`config.mk`:
```
export PLATFORM = sky130hd
export DESIGN_NAME = usb_rx_hs_ctrl
export DESIGN_NICKNAME = d
export VERILOG_FILES = /design/src/rtl/usb_rx_hs_pkg.sv /design/src/rtl/usb_rx_ep_reg.sv /design/src/rtl/usb_rx_hs_decide.sv /design/src/rtl/usb_rx_hs_ctrl.sv
export SDC_FILE = /design/constraint.sdc
export NUM_CORES = 1
export LEC_CHECK = 0
export ABC_AREA = 1
export BUFFER_PORTS_ARGS = -buffer_cell sky130_fd_sc_hd__buf_2
export CORE_UTILIZATION = 35
export CTS_CLUSTER_DIAMETER = 60
export DETAILED_ROUTE_END_ITERATION = 6
export SYNTH_ARGS = -nofsm -noshare
export SYNTH_HDL_FRONTEND = slang
export SYNTH_SLANG_ARGS = --single-unit
```
`constraint.sdc`:
```
create_clock -name clk_i -period 2.6 [get_ports clk_i]
set_input_delay 0.13 -clock clk_i [delete_from_list [all_inputs] [get_ports clk_i]]
set_output_delay 0.13 -clock clk_i [all_outputs]
set_load 0.01 [all_outputs]
```
`src/rtl/usb_rx_hs_pkg.sv`:
```
package usb_rx_hs_pkg;
  typedef enum logic [1:0] {
    HS_NONE  = 2'b00,
    HS_ACK   = 2'b01,
    HS_NAK   = 2'b10,
    HS_STALL = 2'b11
  } hs_e;

  typedef enum logic [1:0] {
    ST_OFF   = 2'b00,
    ST_STALL = 2'b01,
    ST_NAK   = 2'b10,
    ST_VALID = 2'b11
  } rx_stat_e;

  localparam int unsigned REG_W    = 8;
  localparam int unsigned EPADDR_W = 4;
  localparam int unsigned CTRL_BIT = 7;
  localparam int unsigned TOG_BIT  = 6;
  localparam int unsigned STAT_LSB = 4;
endpackage

```
`src/rtl/usb_rx_ep_reg.sv`:
```
module usb_rx_ep_reg
  import usb_rx_hs_pkg::*;
#(
  parameter bit IS_EP0  = 1'b0,
  parameter bit PRESENT = 1'b1
) (
  input  logic             clk_i,
  input  logic             rst_ni,
  input  logic             bus_rst_i,
  input  logic             we_i,
  input  logic [REG_W-1:0] wdata_i,
  input  logic             hw_we_i,
  input  logic             hw_tog_i,
  input  logic             hw_nak_i,
  output logic [REG_W-1:0] q_o
);
  localparam logic [REG_W-1:0] RST_VAL = IS_EP0 ? 8'h80 : 8'h00;
  localparam logic [REG_W-1:0] KEEP_M  = IS_EP0 ? 8'h70 : 8'hFF;
  localparam logic [REG_W-1:0] FORCE_M = IS_EP0 ? 8'h80 : 8'h00;

  logic [REG_W-1:0] q, d;

  always_comb begin
    d = q;
    if (we_i) d = (wdata_i & KEEP_M) | FORCE_M;
    // hardware owns toggle/status on a completed transaction
    if (hw_we_i) begin
      d[TOG_BIT] = hw_tog_i;
      if (hw_nak_i) d[STAT_LSB +: 2] = ST_NAK;
    end
  end

  always_ff @(posedge clk_i or negedge rst_ni) begin
    if (!rst_ni)        q <= RST_VAL;
    else if (bus_rst_i) q <= RST_VAL;
    else                q <= d;
  end

  assign q_o = PRESENT ? q : '0;
endmodule

```
`src/rtl/usb_rx_hs_decide.sv`:
```
module usb_rx_hs_decide
  import usb_rx_hs_pkg::*;
#(
  parameter int unsigned NUM_EP = 3,
  localparam int unsigned IW    = $clog2(NUM_EP)
) (
  input  logic [NUM_EP-1:0][REG_W-1:0] ep_q_i,
  input  logic [NUM_EP-1:0]            en_i,
  input  logic                         xact_end_i,
  input  logic                         setup_i,
  input  logic [EPADDR_W-1:0]          tok_ep_i,
  input  logic                         pid1_i,
  input  logic                         good_i,
  output hs_e                          hs_o,
  output logic [IW-1:0]                idx_o,
  output logic                         hw_we_o,
  output logic                         hw_tog_o,
  output logic                         hw_nak_o,
  output logic                         ctr_set_o
);
  logic             hit;
  logic [REG_W-1:0] sel;
  logic             ctrl, tog;
  rx_stat_e         stat;

  always_comb begin
    hit   = 1'b0;
    idx_o = '0;
    for (int i = NUM_EP - 1; i >= 0; i--) begin
      if (en_i[i] && ep_q_i[i][EPADDR_W-1:0] == tok_ep_i) begin
        hit   = 1'b1;
        idx_o = IW'(i);
      end
    end
  end

  assign sel  = ep_q_i[idx_o];
  assign ctrl = sel[CTRL_BIT];
  assign tog  = sel[TOG_BIT];
  assign stat = rx_stat_e'(sel[STAT_LSB +: 2]);

  always_comb begin
    hs_o      = HS_NONE;
    hw_we_o   = 1'b0;
    hw_tog_o  = tog;
    hw_nak_o  = 1'b0;
    ctr_set_o = 1'b0;
    if (xact_end_i && hit && good_i) begin
      if (setup_i) begin
        // SETUP passes NAK/STALL on a control endpoint
        if (ctrl && stat != ST_OFF) begin
          hs_o    = HS_ACK;
          hw_we_o = 1'b1;
          if (!pid1_i) begin
            hw_tog_o  = 1'b1;
            hw_nak_o  = 1'b1;
            ctr_set_o = 1'b1;
          end else begin
            hw_tog_o = 1'b0;
          end
        end
      end else begin
        unique case (stat)
          ST_OFF:   hs_o = HS_NONE;
          ST_STALL: hs_o = HS_STALL;
          ST_NAK:   hs_o = HS_NAK;
          default: begin
            hs_o = HS_ACK;
            if (pid1_i == tog) begin
              hw_we_o   = 1'b1;
              hw_tog_o  = ~tog;
              hw_nak_o  = 1'b1;
              ctr_set_o = 1'b1;
            end
          end
        endcase
      end
    end
  end
endmodule

```
`src/rtl/usb_rx_hs_ctrl.sv`:
```
module usb_rx_hs_ctrl
  import usb_rx_hs_pkg::*;
#(
  parameter bit HAS_EP2 = 1'b1
) (
  input  logic       clk_i,
  input  logic       rst_ni,
  input  logic       bus_rst_i,
  input  logic       reg_we_i,
  input  logic [1:0] reg_addr_i,
  input  logic [7:0] reg_wdata_i,
  output logic [7:0] reg_rdata_o,
  input  logic       xact_end_i,
  input  logic       tok_setup_i,
  input  logic [3:0] tok_ep_i,
  input  logic       pid_data1_i,
  input  logic       pkt_good_i,
  output logic       hs_valid_o,
  output logic [1:0] hs_o,
  output logic [1:0] ep_idx_o,
  output logic       ctr_o
);
  localparam int unsigned NUM_EP = 3;
  localparam int unsigned IW     = $clog2(NUM_EP);
  localparam logic [NUM_EP-1:0] EP_EN = {HAS_EP2, 2'b11};

  logic [3:0][REG_W-1:0] ep_q;
  logic [NUM_EP*REG_W-1:0] ep_flat;
  hs_e           dec_hs;
  logic [IW-1:0] dec_idx;
  logic          hw_we, hw_tog, hw_nak, ctr_set;
  logic          ctr_q, hs_valid_q;
  hs_e           hs_q;
  logic [IW-1:0] idx_q;

  for (genvar i = 0; i < NUM_EP; i++) begin : g_ep
    usb_rx_ep_reg #(
      .IS_EP0 (i == 0),
      .PRESENT(EP_EN[i])
    ) u_ep (
      .clk_i    (clk_i),
      .rst_ni   (rst_ni),
      .bus_rst_i(bus_rst_i),
      .we_i     (reg_we_i && reg_addr_i == 2'(i)),
      .wdata_i  (reg_wdata_i),
      .hw_we_i  (hw_we && dec_idx == IW'(i)),
      .hw_tog_i (hw_tog),
      .hw_nak_i (hw_nak),
      .q_o      (ep_q[i])
    );
  end
  assign ep_q[3]  = {7'b0, ctr_q};
  assign ep_flat  = ep_q[NUM_EP-1:0];

  usb_rx_hs_decide #(.NUM_EP(NUM_EP)) u_dec (
    .ep_q_i    (ep_q[NUM_EP-1:0]),
    .en_i      (EP_EN),
    .xact_end_i(xact_end_i),
    .setup_i   (tok_setup_i),
    .tok_ep_i  (tok_ep_i),
    .pid1_i    (pid_data1_i),
    .good_i    (pkt_good_i),
    .hs_o      (dec_hs),
    .idx_o     (dec_idx),
    .hw_we_o   (hw_we),
    .hw_tog_o  (hw_tog),
    .hw_nak_o  (hw_nak),
    .ctr_set_o (ctr_set)
  );

  always_ff @(posedge clk_i or negedge rst_ni) begin
    if (!rst_ni) begin
      ctr_q      <= 1'b0;
      hs_valid_q <= 1'b0;
      hs_q       <= HS_NONE;
      idx_q      <= '0;
    end else begin
      hs_valid_q <= xact_end_i;
      hs_q       <= dec_hs;
      idx_q      <= dec_idx;
      if (bus_rst_i)                          ctr_q <= 1'b0;
      else if (ctr_set)                       ctr_q <= 1'b1;
      else if (reg_we_i && reg_addr_i == 2'd3) ctr_q <= 1'b0;
    end
  end

  assign reg_rdata_o = ep_q[reg_addr_i];
  assign hs_valid_o  = hs_valid_q;
  assign hs_o        = hs_q;
  assign ep_idx_o    = idx_q;
  assign ctr_o       = ctr_q;
endmodule

```
After elaboration in Yosys (flattened, before gate mapping)
Cells that the tools add are included.
{"block": "word_totals", "register_bits": 30, "out_inout_bits": 14, "in_bits": 22}
{"block": "classes", "n_eq_ne": 11, "reduce_logical": 22, "magnitude_cmp": 2, "bitwise_logic": 1, "n_mux": 43}
{"op": "8-bit 2-to-1 mux", "count": 8}
{"op": "8-bit binary-select mux with 2-bit select", "count": 2}
{"op": "1-bit 2-to-1 mux", "count": 21}
{"op": "2-bit 2-to-1 mux", "count": 8}
{"op": "4-bit == test", "count": 3}
{"op": "3-bit nonzero test", "count": 4}
{"op": "1-bit logical AND", "count": 10}
{"op": "3-bit 2-to-1 mux", "count": 3}
{"op": "2-bit == test, second input constant", "count": 4}
{"op": "2-bit nonzero test", "count": 4}
{"op": "2-bit by 1-bit == test with 1-bit output, second input constant", "count": 3}
{"op": "2-bit logical NOT", "count": 3}
{"op": "2-bit by 3-bit less-than comparator with 1-bit output, second input constant", "count": 2}
{"op": "2-bit case mux with 3 select lines", "count": 1}
{"op": "3-bit OR reduction", "count": 1}
{"op": "1-bit == test", "count": 1}
{"op": "1-bit inverter", "count": 1}

Logic depth before layout (Yosys ltp)
{"block": "logic_depth", "ltp_word": 14, "ltp_mapped": 22, "mapped_depth_nobuf": 22}

By module
Synthesis repeated with hierarchy kept, for this count alone.
{"block": "unflattened", "cells_unflattened": 298, "area_unflattened_um2": 2023.2}
{"module": "usb_rx_ep_reg at g_ep[1].u_ep ...", "area_per_inst_um2": 391.6, "seq_area_each_um2": 200.2, "instances": 2, "cells_per_inst": 44}
{"module": "usb_rx_hs_decide", "area_per_inst_um2": 590.6, "seq_area_each_um2": 0.0, "instances": 1, "cells_per_inst": 117}
{"module": "usb_rx_hs_ctrl", "area_per_inst_um2": 429.2, "seq_area_each_um2": 150.1, "instances": 1, "cells_per_inst": 64}
{"module": "usb_rx_ep_reg at g_ep[0].u_ep", "area_per_inst_um2": 220.2, "seq_area_each_um2": 101.3, "instances": 1, "cells_per_inst": 29}

Least setup slack after synthesis
Ideal clock, no wire load.
{"block": "synth_path", "path_type": "register to register", "startpoint": "reg g_ep[2].u_ep.q[3]", "endpoint": "reg g_ep[0].u_ep.q[4]", "stages_incl_launch_ff": 18, "required_ns": 2.484, "n_path_buf": 0, "slack_ns": 0.420, "arrival_time_ns": 2.063, "cell_sequence": "dfrtp_1 > xnor2_1 > nand2_1 > nor2_4 > nand3_4 > inv_4 > a21oi_1 > o21ai_0 > o21ai_0 > ha_1 > inv_1 > nand3_2 > a21oi_4 > nand3_2 > inv_2 > nand2_2 > o211ai_2 > inv_2"}
{"block": "synth_between", "elab_chain_len": 14}
{"element": "from (decl)", "line_no": "usb_rx_ep_reg.sv:21", "source": "logic [REG_W-1:0] q, d;"}
{"element": "from (signal assigned)", "line_no": "usb_rx_ep_reg.sv:34", "source": "if (!rst_ni) q <= RST_VAL;"}
{"element": "from (signal assigned)", "line_no": "usb_rx_ep_reg.sv:35", "source": "else if (bus_rst_i) q <= RST_VAL;"}
{"element": "from (signal assigned)", "line_no": "usb_rx_ep_reg.sv:36", "source": "else q <= d;"}
{"element": "4-bit == test *", "line_no": "usb_rx_hs_decide.sv:30", "source": "if (en_i[i] && ep_q_i[i][EPADDR_W-1:0] == tok_ep_i) begin"}
{"element": "2-bit 2-to-1 mux * (3 in series)", "line_no": "usb_rx_hs_decide.sv:30"}
{"element": "via dec_idx[1]", "line_no": "usb_rx_hs_ctrl.sv:30", "source": "logic [IW-1:0] dec_idx;"}
{"element": "8-bit binary-select mux with 2-bit select", "line_no": "usb_rx_hs_decide.sv:37", "source": "assign sel = ep_q_i[idx_o];"}
{"element": "8-bit 2-to-1 mux (implied by the code)", "line_no": "usb_rx_hs_decide.sv:37"}
{"element": "2-bit by 1-bit == test with 1-bit output, or another cell as far along", "line_no": "usb_rx_hs_decide.sv:63", "source": "unique case (stat)"}
{"element": "3-bit OR reduction (no source line), or another cell as far along"}
{"element": "1-bit 2-to-1 mux, on equally long branches", "line_no": "usb_rx_hs_decide.sv:63, usb_rx_hs_decide.sv:51"}
{"element": "1-bit 2-to-1 mux", "line_no": "usb_rx_hs_decide.sv:49", "source": "if (setup_i) begin"}
{"element": "1-bit 2-to-1 mux", "line_no": "usb_rx_hs_decide.sv:48", "source": "if (xact_end_i && hit && good_i) begin"}
{"element": "2-bit 2-to-1 mux / 1-bit logical AND (equally long branches)", "line_no": "usb_rx_ep_reg.sv:29, usb_rx_hs_ctrl.sv:46"}
{"element": "3-bit 2-to-1 mux *", "line_no": "usb_rx_ep_reg.sv:27", "source": "if (hw_we_i) begin"}
{"element": "8-bit 2-to-1 mux *", "line_no": "usb_rx_ep_reg.sv:35"}
{"element": "to (signal assigned)", "line_no": "usb_rx_ep_reg.sv:34"}
{"element": "to (signal assigned)", "line_no": "usb_rx_ep_reg.sv:35"}
{"element": "to (signal assigned)", "line_no": "usb_rx_ep_reg.sv:36"}
{"element": "to (decl)", "line_no": "usb_rx_ep_reg.sv:21"}
Mark *: on every way through the listed nets, which the timed path passes. The rest lies on a longest branch. The select of a mux whose other input is x is not followed.
A chain may end at the register's enable or synchronous reset.

Worst setup path in the final report
{"block": "layout_path", "startpoint": "reg g_ep[2].u_ep.q[2]", "endpoint": "reg g_ep[0].u_ep.q[6]"}
{"block": "layout_between", "elab_chain_len": 14}
{"element": "4-bit == test *", "line_no": "usb_rx_hs_decide.sv:30"}
{"element": "2-bit 2-to-1 mux * (3 in series)", "line_no": "usb_rx_hs_decide.sv:30"}
{"element": "via dec_idx[1]", "line_no": "usb_rx_hs_ctrl.sv:30"}
{"element": "8-bit binary-select mux with 2-bit select", "line_no": "usb_rx_hs_decide.sv:37"}
{"element": "8-bit 2-to-1 mux (implied by the code)", "line_no": "usb_rx_hs_decide.sv:37"}
{"element": "2-bit by 1-bit == test with 1-bit output, or another cell as far along", "line_no": "usb_rx_hs_decide.sv:63"}
{"element": "3-bit OR reduction (no source line), or another cell as far along"}
{"element": "1-bit 2-to-1 mux, on equally long branches", "line_no": "usb_rx_hs_decide.sv:63, usb_rx_hs_decide.sv:51"}
{"element": "1-bit 2-to-1 mux", "line_no": "usb_rx_hs_decide.sv:49"}
{"element": "1-bit 2-to-1 mux", "line_no": "usb_rx_hs_decide.sv:48"}
{"element": "1-bit logical AND", "line_no": "usb_rx_hs_ctrl.sv:46", "source": ".hw_we_i (hw_we && dec_idx == IW'(i)),"}
{"element": "3-bit 2-to-1 mux", "line_no": "usb_rx_ep_reg.sv:27"}
{"element": "8-bit 2-to-1 mux", "line_no": "usb_rx_ep_reg.sv:35"}
Marks and branches as above.

==> flow_summary.json <==
{
  "status": "finished, final reports clean",
  "h-tree-depth": 1,
  "cap_viol_max_count": 0,
  "grt_usage_pct": 17.65,
  "cp_max_fo": 5,
  "ys_async_sr_fraction_pct": 100.0,
  "drt_iter0_markers": 72,
  "busiest_layer": "met2",
  "cts_tree": "built",
  "routed_via_density": 4.949,
  "gr-usage-met1_pct": 25.79,
  "synth_seq_cells": 26,
  "postLayoutSetupSlackWorst_ps": 259.9,
  "final_hold_viol_count": 0,
  "placedCellCount": 323,
  "drtAntennaViolNets": 0,
  "grt_start_max_net_pins": 27,
  "avgSynthCellArea_um2": 7.974,
  "cp-end-kind": "flop",
  "syn_nets": 249,
  "dp_hpwl_um": 3463,
  "grt_use_met2_pct": 27.83,
  "slew_viol_final": 0,
  "nNetsFinal": 292,
  "endpoint": "g_ep[0].u_ep.q_o[6]",
  "cp.arrival_ps": 2510,
  "synth_area_leaders": "dfrtp_1 35%, nand2_1 9.8%, inv_1 6.3%",
  "clockBufferDepth": 2,
  "setup-violations-final": 0,
  "rsz0062_at_grt": "false",
  "root_buffer": "clkbuf_8",
  "nFillCells": 516,
  "vias": 1653,
  "crit_required_ps": 2770,
  "vdd_drop_max_mv": 0.1659,
  "synth_top_area_cell": "dfrtp_1",
  "dr.pass1.iters": 5,
  "r2r-start": "g_ep[2].u_ep.q_o[2]",
  "ys_seq_area_share_pct": 36.33,
  "grt_pass1_wl_um": 7258,
  "grt_antenna_before_repair": 0,
  "reg2reg_depth": 17,
  "finClkSkew_ps": 1.816,
  "final_cell_area_um2": 2186,
  "syn_to_final_growth_pct": 21.83,
  "synth_top_area_share_pct": 34.87,
  "wl_um": 4407,
  "num_rows": 25,
  "synthFlopType": "dfrtp_1",
  "initial_core_util_pct": 37.25,
  "core_area_um2": 4817,
  "die_w_um": 73.60,
  "cts_inserted_buffers": 3,
  "io_pins": 36,
  "numClockSinks": 26,
  "die_h_um": 73.60,
  "drive_above_1_share_pct": 37.45,
  "cp-startpoint": "g_ep[2].u_ep.q_o[2]",
  "die-area_um2": 5417,
  "synth_cell_types": 32,
  "layout.cells.non_filler": 334,
  "avgRoutedWirePerCell_um": 13.19,
  "port_buffers": 35,
  "path_clk_slew_ps": 90,
  "finalCritPeriodShare_pct": 90.01,
  "crit_type": "flop to flop",
  "fmax_mhz": 427.3,
  "routabilityCongestion": 0.8934,
  "yosys_warnings": 0,
  "synth_common_cells": "47 x nand2_1, 30 x inv_1, 25 x dfrtp_1, 14 x nand3_1, 13 x inv_2",
  "min_period_ps": 2340,
  "p_leak_nw": 1.118,
  "reg2reg_to": "g_ep[0].u_ep.q_o[6]",
  "synth_area_um2": 1794,
  "placement.cell_area_um2": 2037,
  "power.density_nw_per_um2": 413.1,
  "synth_edf_count": 0,
  "dp_slack_ps": 109.8,
  "clock_latency_ps": 270,
  "relSlewSlack_pct": 58.66,
  "grt_util_met3_pct": 2.195,
  "grt_overflow_total": 0,
  "worstMarginPinSlew_ps": 620.1,
  "hold_class": "input pin to flop",
  "synthCells": 225,
  "drc": 0,
  "grt_pass1_vias": 1484,
  "final.setup.tns_ps": 0,
  "antennaDiodeCount": 0,
  "reg2reg_slack_ps": 260,
  "yosysMostFrequentCell": "nand2_1",
  "start_kind": "flop"
}
-- where the power goes --
| part | internal [mW] | switching (mW) |
|---|---|---|
| Sequential | 0.418 | 0.00915 |
| Combinational | 0.0732 | 0.133 |
| Clock | 0.136 | 0.135 |
| Total | 0.627 | 0.276 |
-- logic make-up after synthesis --
| family | Yosys count | synth area share (%) |
|---|---|---|
| adder cells (fa/ha/maj) | 2 | 1.394 |
| multiplexers | 2 | 1.116 |
| AND/OR/NAND/NOR | 99 | 32.36 |
| AO/OA/AOI/OAI | 46 | 17.57 |
| XOR/XNOR | 2 | 0.9765 |
| buffers and inverters | 48 | 10.25 |
| flip-flops | 26 | 36.33 |
-- through the flow --
stage,hold WS (ps),power [mW],util [%]
after floorplan,-165.6,0.5633,-
after global placement,187.9,0.6276,42.29
after detailed placement,187.3,0.6289,42.29
after CTS,130.6,0.9015,43.84
after global routing,137.6,0.9503,45.38
final,131.4,0.9029,45.38
-- registers in the layout, summed over array words and instances (netlist names) --
register,count
hs_o,2
ctr_o,1
ep_idx_o,2
hs_valid_o,1
g_ep.u_ep.q_o,20
-- critical path, stage by stage (launching register included) --
cell and delay, ps:
dfrtp_1 420, xnor2_2 160, nand2_2 100, nor2_4 150, nand3_4 100, inv_4 70, a21oi_1 30, o21ai_0 70
o21ai_1 110, ha_1 200, inv_1 80, nand3_2 110, a21oi_4 230, nand3_2 130, inv_2 80, nand2_1 60
nand3_1 60, nand2_1 50
-- area by class of cell --
class,instances,area (um2),area share [%]
clock buffers,4,55.05,2.519
flip-flops and latches,26,651.9,29.82
inverters,44,170.2,7.785
well taps,67,83.83,3.835
repair buffers,42,232.7,10.65
multi-input cells,151,992.2,45.39
-- metal layers --
metal	share of wire, %	up-vias
met4	0.68	0
met1	48	778
met5	0	-
met2	46	41
met3	4.4	5
li1	-	829
-- cell usage in the layout, fill, tap and decap left out, types with 5 or more instances in the layout --
cell type | synthesis | final
dfrtp_1 | 25 | 25
a21oi_1 | 8 | 7
nand4_1 | 7 | 7
buf_4 | 0 | 5
buf_2 | 1 | 35
o22ai_1 | 12 | 12
nand2_2 | 9 | 11
nand3_1 | 14 | 14
nor2_1 | 5 | 5
o21ai_0 | 10 | 9
inv_2 | 13 | 13
inv_1 | 30 | 29
nand3_2 | 8 | 7
nand2_1 | 47 | 45
-- repair_timing --
item	4_1_cts	5_1_grt
endpoints found under the setup margin	0	10
buffers inserted	0	5
resized for setup	0	10
hold buffers	2	0
endpoints found under the hold margin	26	0
-- worst min path at each step --
stage | from | end | slack (ps) | cells after the start
2_1_floorplan | rst_ni | ctr_o | -170 | 0
3_3_place_gp | rst_ni | hs_o[1] | 190 | 1
3_5_place_dp | rst_ni | hs_o[1] | 190 | 1
4_1_cts | reg_wdata_i[7] | g_ep[1].u_ep.q_o[7] | 130 | 3
5_1_grt | bus_rst_i | g_ep[0].u_ep.q_o[5] | 140 | 2
6_report | reg_wdata_i[7] | g_ep[1].u_ep.q_o[7] | 130 | 3
(Power assumes the default switching activity.)
